<file path="src/rtl/row_scan_pkg.sv">
`timescale 1ns/1ps
// Shared types for the row scan register.
// Assumes: the mode value is {mode[1], mode[0]} as seen at the block pins.
package row_scan_pkg;

    // Output-count modes of the scan chain.
    typedef enum logic [1:0] {
        SCAN_BANNED = 2'b00,
        SCAN_MID    = 2'b01,
        SCAN_NARROW = 2'b10,
        SCAN_FULL   = 2'b11
    } scan_mode_e;

    // Drive-level code per row.
    typedef enum logic [1:0] {
        DRV_NONSEL = 2'b00,
        DRV_SEL_LO = 2'b01,
        DRV_SEL_HI = 2'b10
    } drv_code_e;

endpackage

</file>
<file path="src/rtl/scan_range_dec.sv">
`timescale 1ns/1ps
// Decodes the output-count mode into the first and last active stage
// and a per-stage activity mask.
// Assumes: MID_SKIP and NARROW_SKIP are less than half of NUM_ROWS.
module scan_range_dec
    import row_scan_pkg::*;
#(
    parameter int NUM_ROWS    = 240,
    parameter int MID_SKIP    = 20,
    parameter int NARROW_SKIP = 40,
    localparam int IDXW       = $clog2(NUM_ROWS)
) (
    input  logic [1:0]          mode,
    output logic [IDXW-1:0]     lo_idx,
    output logic [IDXW-1:0]     hi_idx,
    output logic [NUM_ROWS-1:0] active
);
    localparam logic [IDXW-1:0] FULL_LO   = '0;
    localparam logic [IDXW-1:0] FULL_HI   = IDXW'(NUM_ROWS - 1);
    localparam logic [IDXW-1:0] MID_LO    = IDXW'(MID_SKIP);
    localparam logic [IDXW-1:0] MID_HI    = IDXW'(NUM_ROWS - 1 - MID_SKIP);
    localparam logic [IDXW-1:0] NARROW_LO = IDXW'(NARROW_SKIP);
    localparam logic [IDXW-1:0] NARROW_HI = IDXW'(NUM_ROWS - 1 - NARROW_SKIP);

    // Pick range ends; the banned code falls back to the full range.
    always_comb begin
        case (scan_mode_e'(mode))
            SCAN_MID:    begin lo_idx = MID_LO;    hi_idx = MID_HI;    end
            SCAN_NARROW: begin lo_idx = NARROW_LO; hi_idx = NARROW_HI; end
            default:     begin lo_idx = FULL_LO;   hi_idx = FULL_HI;   end
        endcase
    end

    // One range compare per stage.
    for (genvar gi = 0; gi < NUM_ROWS; gi++) begin : g_mask
        assign active[gi] = (IDXW'(gi) >= lo_idx) && (IDXW'(gi) <= hi_idx);
    end

endmodule

</file>
<file path="src/rtl/scan_chain.sv">
`timescale 1ns/1ps
// Bidirectional marker shift register. Stages outside the active range
// load zero on each shift; the entry stage loads the serial input.
// Assumes: shift_en is a single-cycle pulse per line.
module scan_chain #(
    parameter int NUM_ROWS = 240,
    localparam int IDXW    = $clog2(NUM_ROWS)
) (
    input  logic                clk,
    input  logic                rst_n,
    input  logic                shift_en,
    input  logic                dir_up,
    input  logic                ser_in,
    input  logic [IDXW-1:0]     lo_idx,
    input  logic [IDXW-1:0]     hi_idx,
    input  logic [NUM_ROWS-1:0] active,
    output logic [NUM_ROWS-1:0] stage_q,
    output logic                ser_out
);
    logic [NUM_ROWS-1:0] stage_d;
    logic [IDXW-1:0]     entry_idx;

    assign entry_idx = dir_up ? lo_idx : hi_idx;

    // Next value per stage from its neighbour or the serial input.
    for (genvar gi = 0; gi < NUM_ROWS; gi++) begin : g_stage
        logic from_below;
        logic from_above;
        if (gi == 0) begin : g_first
            assign from_below = 1'b0;
        end else begin : g_below
            assign from_below = stage_q[gi-1];
        end
        if (gi == NUM_ROWS - 1) begin : g_last
            assign from_above = 1'b0;
        end else begin : g_above
            assign from_above = stage_q[gi+1];
        end
        assign stage_d[gi] = !active[gi]            ? 1'b0   :
                             (IDXW'(gi) == entry_idx) ? ser_in :
                             dir_up                 ? from_below : from_above;
    end

    // Stage register: cleared on reset, loaded on each line shift.
    always_ff @(posedge clk) begin
        if (!rst_n)        stage_q <= '0;
        else if (shift_en) stage_q <= stage_d;
    end

    // Far end of the active range drives the cascade output.
    assign ser_out = dir_up ? stage_q[hi_idx] : stage_q[lo_idx];

    AST_HOLD_WITHOUT_SHIFT: assert property (@(posedge clk) disable iff (!rst_n)
        !shift_en |=> $stable(stage_q));

    AST_ENTRY_LOADS_INPUT: assert property (@(posedge clk) disable iff (!rst_n)
        ($past(shift_en) && $stable(entry_idx)) |-> (stage_q[entry_idx] == $past(ser_in)));

endmodule

</file>
<file path="src/rtl/row_level_enc.sv">
`timescale 1ns/1ps
// Turns each stage bit into a drive-level code, applying the range mask,
// the display-off qualifier and the inversion signal.
// Assumes: blank is active high and already qualified.
module row_level_enc
    import row_scan_pkg::*;
#(
    parameter int NUM_ROWS = 240
) (
    input  logic                  alt_m,
    input  logic                  blank,
    input  logic [NUM_ROWS-1:0]   stage_q,
    input  logic [NUM_ROWS-1:0]   active,
    output logic [2*NUM_ROWS-1:0] row_code
);
    // Per-row level selection.
    for (genvar gi = 0; gi < NUM_ROWS; gi++) begin : g_row
        logic marked;
        assign marked = stage_q[gi] && active[gi] && !blank;
        assign row_code[2*gi +: 2] = !marked ? DRV_NONSEL :
                                     alt_m   ? DRV_SEL_HI : DRV_SEL_LO;
    end

endmodule

</file>
<file path="src/rtl/row_scan_reg.sv">
`timescale 1ns/1ps
// Row-select scan register of a common driver: detects the falling line
// clock, routes the cascade pins by direction, and drives per-row codes.
// Assumes: line_clk is already synchronous to clk.
module row_scan_reg
    import row_scan_pkg::*;
#(
    parameter int NUM_ROWS    = 240,
    parameter int MID_SKIP    = 20,
    parameter int NARROW_SKIP = 40,
    localparam int IDXW       = $clog2(NUM_ROWS)
) (
    input  logic                  clk,
    input  logic                  rst_n,
    input  logic                  line_clk,
    input  logic                  dir_up,
    input  logic [1:0]            mode,
    input  logic                  alt_m,
    input  logic                  disp_off_n,
    input  logic                  dio1_i,
    output logic                  dio1_o,
    output logic                  dio1_oe,
    input  logic                  dio2_i,
    output logic                  dio2_o,
    output logic                  dio2_oe,
    output logic [2*NUM_ROWS-1:0] row_code
);
    logic                line_q;
    logic                shift_en;
    logic                ser_in;
    logic                ser_out;
    logic [IDXW-1:0]     lo_idx;
    logic [IDXW-1:0]     hi_idx;
    logic [NUM_ROWS-1:0] active;
    logic [NUM_ROWS-1:0] stage_q;

    // Previous line clock level for falling-edge detection.
    always_ff @(posedge clk) begin
        if (!rst_n) line_q <= 1'b0;
        else        line_q <= line_clk;
    end

    assign shift_en = line_q && !line_clk;

    // Cascade pin routing by direction.
    assign ser_in  = dir_up ? dio2_i : dio1_i;
    assign dio1_oe = dir_up;
    assign dio2_oe = !dir_up;
    assign dio1_o  = dir_up ? ser_out : 1'b0;
    assign dio2_o  = dir_up ? 1'b0 : ser_out;

    scan_range_dec #(
        .NUM_ROWS    (NUM_ROWS),
        .MID_SKIP    (MID_SKIP),
        .NARROW_SKIP (NARROW_SKIP)
    ) range_i (
        .mode   (mode),
        .lo_idx (lo_idx),
        .hi_idx (hi_idx),
        .active (active)
    );

    scan_chain #(
        .NUM_ROWS (NUM_ROWS)
    ) chain_i (
        .clk      (clk),
        .rst_n    (rst_n),
        .shift_en (shift_en),
        .dir_up   (dir_up),
        .ser_in   (ser_in),
        .lo_idx   (lo_idx),
        .hi_idx   (hi_idx),
        .active   (active),
        .stage_q  (stage_q),
        .ser_out  (ser_out)
    );

    row_level_enc #(
        .NUM_ROWS (NUM_ROWS)
    ) enc_i (
        .alt_m    (alt_m),
        .blank    (!disp_off_n),
        .stage_q  (stage_q),
        .active   (active),
        .row_code (row_code)
    );

    AST_BLANK_ALL_ROWS: assert property (@(posedge clk) disable iff (!rst_n)
        !disp_off_n |-> (row_code == '0));

    AST_EDGE_ROWS_QUIET: assert property (@(posedge clk) disable iff (!rst_n)
        (mode == SCAN_MID || mode == SCAN_NARROW) |->
        (row_code[1:0] == DRV_NONSEL && row_code[2*NUM_ROWS-1 -: 2] == DRV_NONSEL));

    AST_ONE_DRIVER: assert property (@(posedge clk) disable iff (!rst_n)
        $countones({dio1_oe, dio2_oe}) == 1);

    AST_UNSELECTED_CODE: assert property (@(posedge clk) disable iff (!rst_n)
        (stage_q == '0) |-> (row_code == '0));

endmodule

</file>
<file path="config.mk">
export PLATFORM = sky130hd
export DESIGN_NAME = row_scan_reg
export DESIGN_NICKNAME = d
export VERILOG_FILES = /design/src/rtl/row_scan_pkg.sv /design/src/rtl/scan_range_dec.sv /design/src/rtl/scan_chain.sv /design/src/rtl/row_level_enc.sv /design/src/rtl/row_scan_reg.sv
export SDC_FILE = /design/constraint.sdc
export NUM_CORES = 1
export LEC_CHECK = 0
export BUFFER_PORTS_ARGS = -buffer_cell sky130_fd_sc_hd__buf_2
export CORE_AREA = 2 2 193 195
export CTS_CLUSTER_DIAMETER = 80
export DETAILED_ROUTE_END_ITERATION = 10
export DIE_AREA = 0 0 195 197
export PLACE_DENSITY = 0.75
export REMOVE_ABC_BUFFERS = 1
export SKIP_CTS_REPAIR_TIMING = 1
export SYNTH_ARGS = -nofsm -noshare
export SYNTH_HDL_FRONTEND = slang
export SYNTH_SLANG_ARGS = --single-unit
</file>
<file path="constraint.sdc">
create_clock -name clk -period 2.44 [get_ports clk]
set_clock_uncertainty 0.05 [all_clocks]
set_input_delay 0.488 -clock clk [delete_from_list [all_inputs] [get_ports clk]]
set_output_delay 0.488 -clock clk [all_outputs]
set_load 0.05 [all_outputs]
</file>
# Word-level counts from Yosys, hierarchy flattened
# Cells that the tools add are included.
# word_totals
ff_bits,241
word_cells,2421
input_bits,10
out_inout_bits,484
# classes
magnitude_cmp,482
reduce_logical,724
mux,972
n_eq_ne,241
# ops
op,n
== test 8 bit (first input constant),112
greater-or-equal comparator 8 x 6 -> 1 bit (first input constant),112
less-or-equal comparator 8 bit (first input constant),112
two-way mux 1 bit,726
logical AND 1 bit,721
== test 7 x 8 -> 1 bit (first input constant),64
less-or-equal comparator 7 x 8 -> 1 bit (first input constant),64
two-way mux 2 bit,241
greater-or-equal comparator 7 x 6 -> 1 bit (first input constant),64
== test 6 x 8 -> 1 bit (first input constant),32
less-or-equal comparator 6 x 8 -> 1 bit (first input constant),32
greater-or-equal comparator 6 bit (first input constant),32
== test 5 x 8 -> 1 bit (first input constant),16
less-or-equal comparator 5 x 8 -> 1 bit (first input constant),16
greater-or-equal comparator 5 x 6 -> 1 bit (first input constant),16
== test 4 x 8 -> 1 bit (first input constant),8
less-or-equal comparator 4 x 8 -> 1 bit (first input constant),8
greater-or-equal comparator 4 x 6 -> 1 bit (first input constant),8
== test 3 x 8 -> 1 bit (first input constant),4
less-or-equal comparator 3 x 8 -> 1 bit (first input constant),4
greater-or-equal comparator 3 x 6 -> 1 bit (first input constant),4
case mux 6 bit (2 select lines),2
binary-select mux 1 bit (select 8 bit),2
== test 2 x 8 -> 1 bit (first input constant),2
12 further kinds,17

# Logic depth before layout (Yosys ltp)
# depth
depth_word,7
mapped_depth,8
depth_no_buf,6

# Cells and area by module
# A second synthesis with hierarchy kept.
# unflattened
cells_unflattened,2892
hier_area_um2,27585.2
# by_module_without_submodules
mod,seq_area_each_um2,cells_per_inst,area_each_um2,instances
scan_chain,4804.6,2036,20021.7,1
row_level_enc,0.0,586,5532.8,1
scan_range_dec,0.0,261,1951.9,1
row_scan_reg,20.0,9,78.8,1

# Worst setup path before layout
# No wires, ideal clock.
# synth_timing
kind,input -> output
startpoint,input mode[0]
endpoint,output row_code[10]
path_stages,7
required_time_ps,1902
t_arrival_ps,1970
slack_ps,-68
n_path_buf,4
path_cell_list,inv_1 -> ha_1 -> buf_2 -> buf_2 -> buf_2 -> clkbuf_1 -> and3_1
# synth_between
elab_chain_len,7
elab_cells_between_ends,10
cone_classes,2 x order compare; 2 x eq/ne; 3 x mux; 3 x reduce/logical
# synth_lines
element,line,text
start: declaration,row_scan_reg.sv:17,"input logic [1:0] mode,"
== test 2 bit / == test 2 x 1 -> 1 bit (equally long branches),scan_range_dec.sv:27,case (scan_mode_e'(mode))
case mux 6 bit (2 select lines),scan_range_dec.sv:27,
less-or-equal comparator 3 x 8 -> 1 bit / greater-or-equal comparator 3 x 6 -> 1 bit (equally long branches),scan_range_dec.sv:36,assign active[gi] = (IDXW'(gi) >= lo_idx) && (IDXW'(gi) <= hi_idx);
logical AND 1 bit (*),scan_range_dec.sv:36,
logical AND 1 bit (*) (2 in a row),row_level_enc.sv:19,assign marked = stage_q[gi] && active[gi] && !blank;
two-way mux 2 bit (*),row_level_enc.sv:20,assign row_code[2*gi +: 2] = !marked ? DRV_NONSEL :
end: declaration,row_scan_reg.sv:26,output logic [2*NUM_ROWS-1:0] row_code
# Every way passes the cells marked *; elsewhere a longest branch is shown, timed or not.

# Worst setup path after layout
# layout_timing
startpoint,input mode[0]
endpoint,output row_code[470]
# layout_between
elab_chain_len,7
elab_cells_between_ends,10
cone_classes,2 x order compare; 2 x eq/ne; 3 x mux; 3 x reduce/logical
# layout_lines
element,line
== test 2 bit / == test 2 x 1 -> 1 bit (equally long branches),scan_range_dec.sv:27
case mux 6 bit (2 select lines),scan_range_dec.sv:27
greater-or-equal comparator 8 x 6 -> 1 bit / less-or-equal comparator 8 bit (equally long branches),scan_range_dec.sv:36
logical AND 1 bit (*),scan_range_dec.sv:36
logical AND 1 bit (*) (2 in a row),row_level_enc.sv:19
two-way mux 2 bit (*),row_level_enc.sv:20
# Marks and branches as above.

==> results.sh <==
export IMPL_status="finished, final reports clean"
export IMPL_grt_overflow_total=0
export IMPL_crit_top_cell="buf_2"
export IMPL_pin_count=494
export IMPL_place_hpwl_um=31190
export IMPL_grt_max_degree=135
export IMPL_crit_fanout=91
export IMPL_h_tree_depth=1
export IMPL_wl_per_cell_um=17.67
export IMPL_finalInstanceArea_um2=18440
export IMPL_area_growth_pct=27.79
export IMPL_finalSetupViolations=0
export IMPL_synthAdderAreaFrac=0.003468
export IMPL_hold_violations=0
export IMPL_synth_xor_area_share=0
export IMPL_irDropWorstVdd_mv=0.4426
export IMPL_postRouteAntennaNets=0
export IMPL_drtIter0Drc=725
export IMPL_start_util=0.3980
export IMPL_port_buffers=493
export IMPL_core_um2=36260
export IMPL_rows=70
export IMPL_critical_path_class="input port to output pin"
export IMPL_synth_cell_area_um2=14430
export IMPL_worstSetupStartpointType="input port"
export IMPL_synth_compound_area_share=0.1390
export IMPL_max_slew_margin=0.3698
export IMPL_final_core_util=0.5086
export IMPL_maxCapViolCount=0
export IMPL_synth_distinct_cells=47
export IMPL_viasPerCell=5.475
export IMPL_synthSimpleGateAreaFrac=0.2923
export IMPL_wl_um=46000
export IMPL_cp_required_ns=1.90
export IMPL_grt_pass1_vias=12951
export IMPL_antenna_found_initial=0
export IMPL_synth_seq_cells=241
export IMPL_netlist_instances=1725
export IMPL_clock_fmax_mhz=419.5
export IMPL_grt_pass1_wl_um=70730
export IMPL_dpl_cell_area_um2=17380
export IMPL_synthFlopType="dfxtp_1"
export IMPL_cts_buffer_depth=3
export IMPL_antenna_cells=0
export IMPL_fp_dieArea_um2=38420
export IMPL_period_share=0.9769
export IMPL_worstPathArrival_ns=1.85
export IMPL_regToRegSetupSlack_ns=0.70
export IMPL_clk_transition_reported_paths_ns=0.06
export IMPL_ys_warn_count=0
export IMPL_powerDensity_nw_per_um2=530.8
export IMPL_fin_setup_tns_ns=0
export IMPL_die_y_um=197
export IMPL_period_minus_slack_ns=2.384
export IMPL_worst_path_largest_cell_delay_ns=0.37
export IMPL_cts_root_buf="clkbuf_16"
export IMPL_final_nets=2131
export IMPL_synth_top_family_by_area="simple AND/OR/NAND/NOR gates"
export IMPL_avgSynthCellArea_um2=8.367
export IMPL_mostFrequentLayoutCell="buf_2"
export IMPL_p_leak_nw=9.548
export IMPL_cts_sinks=241
export IMPL_cp_end_kind="output pin"
export IMPL_drc=0
export IMPL_die_w_um=195
export IMPL_synth_edf_count=0
export IMPL_gp_congestion=0.8471
export IMPL_grt_util_all_layers=0.2221
export IMPL_dr_pass1_iters=5
export IMPL_tightest_slew_ns=0.9418
export IMPL_path_cells="buf_2 > inv_1 > ha_2 > buf_12 > and3_1 > buf_2"
export IMPL_worst_skew_pair_late_latency_ns=0.54
export IMPL_maxSlewViolCount=0
export IMPL_tritoncts="yes"
export IMPL_instances_no_fill=2603
export IMPL_numCtsBuffers=26
export IMPL_muxShareOfSynthArea=0.1705
export IMPL_drive_above_1_share=0.3185
export IMPL_placed_cells=2553
export IMPL_cp_slowest_cell="ha_2"
export IMPL_layout_common_cells="buf_2 (452), and2_1 (262), dfxtp_1 (241), nor2_1 (238), and3_1 (222)"
export IMPL_num_vias=14251
export IMPL_yosysSeqAreaShare=0.3343
export IMPL_synthArstFlopShare=0
export IMPL_worstHoldPathType="input port to register"
Yosys cell counts, types with 3 or more instances:
master    instances  share of area
dfxtp_1         241           0.33
and2_1          263           0.11
nand2b_1          4         0.0017
a211oi_1        153          0.080
o21ai_0          17         0.0059
ha_1              4         0.0035
a22o_1            6         0.0036
nor2b_1           5         0.0022
mux2i_1         166           0.12
nand4b_1          3         0.0018
clkbuf_1        106          0.028
mux2_2           69          0.054
a22oi_1          69          0.036
a21oi_1           8         0.0028
nand3b_1          3         0.0016
nor3b_1           3         0.0016
nand2_1          13         0.0034
nor2_1          240          0.062
buf_2            61          0.021
buf_4            13         0.0068
inv_1             3        0.00078
and3_1          222          0.096
nand3_1           6         0.0021
buf_1            12         0.0031
nor3_1            6         0.0021
metrics by stage:
step                      worst slack, ns  power (mW)  hold WS (ns)
after floorplan                    -10.99       5.239        0.4122
after global placement            0.01362       5.708        0.4750
after detailed placement         0.003642       5.752        0.4836
after CTS                      -0.0001403       9.833        0.1339
after global routing             -0.02139       10.15        0.1657
final                             0.05630       9.789        0.1605
report_power, final:
part / switching (mW) / internal (mW) / leakage (nW)
Combinational: 0.971 / 0.470 / 7.17
Sequential: 0.190 / 4.07 / 1.96
Clock: 1.66 / 2.43 / 0.422
flip-flops by register name, indices dropped and copies added, names as in the netlist:
name,flops
chain_i.stage_q,240
line_q,1
worst max-delay path, delay by kind of cell:
family	cells	cell delay [ns]
and+or+nand+nor	1	0.24
adders and majority gates	1	0.37
buffers and inverters	4	0.69
layout make-up:
| class | count | area, µm² |
|---|---|---|
| Fill cell | 3326 | 17820 |
| Multi-Input combinational cell | 1287 | 8770 |
| Sequential cell | 241 | 4825 |
| Timing Repair Buffer | 557 | 3366 |
| Clock buffer | 38 | 745.7 |
| Tap cell | 468 | 585.6 |
| Clock inverter | 8 | 131.4 |
| Inverter | 4 | 20.02 |
path summary, 6_finish.rpt:
path                                                        start                                 to  cells past startpoint
worst min-delay path                                     line_clk                  line_q$_SDFF_PN0_                      2
worst max register to register                  line_q$_SDFF_PN0_   chain_i.stage_q[87]$_SDFFE_PN0P_                      5
worst max-delay path                                      mode[0]                      row_code[470]                      6
worst min register to register  chain_i.stage_q[143]$_SDFFE_PN0P_  chain_i.stage_q[143]$_SDFFE_PN0P_                      2
per-layer routing:
| layer | wire [µm] | share of wire | vias up | global-route usage |
|---|---|---|---|---|
| met5 | 0 | 0 | - | 0 |
| met4 | 1200 | 0.026 | 0 | 0.06870 |
| met3 | 2567 | 0.056 | 73 | 0.02772 |
| met2 | 22470 | 0.49 | 527 | 0.3836 |
| met1 | 19770 | 0.43 | 6745 | 0.2893 |
| li1 | - | - | 6906 | - |
cells by family after synthesis:
| group | after synthesis |
|---|---|
| simple gates | 773 |
| compound gates | 274 |
| flops | 241 |
| mux | 236 |
| buf+inv | 197 |
| fa+ha+maj | 4 |
Note: power is estimated with default switching activity, not from simulation.
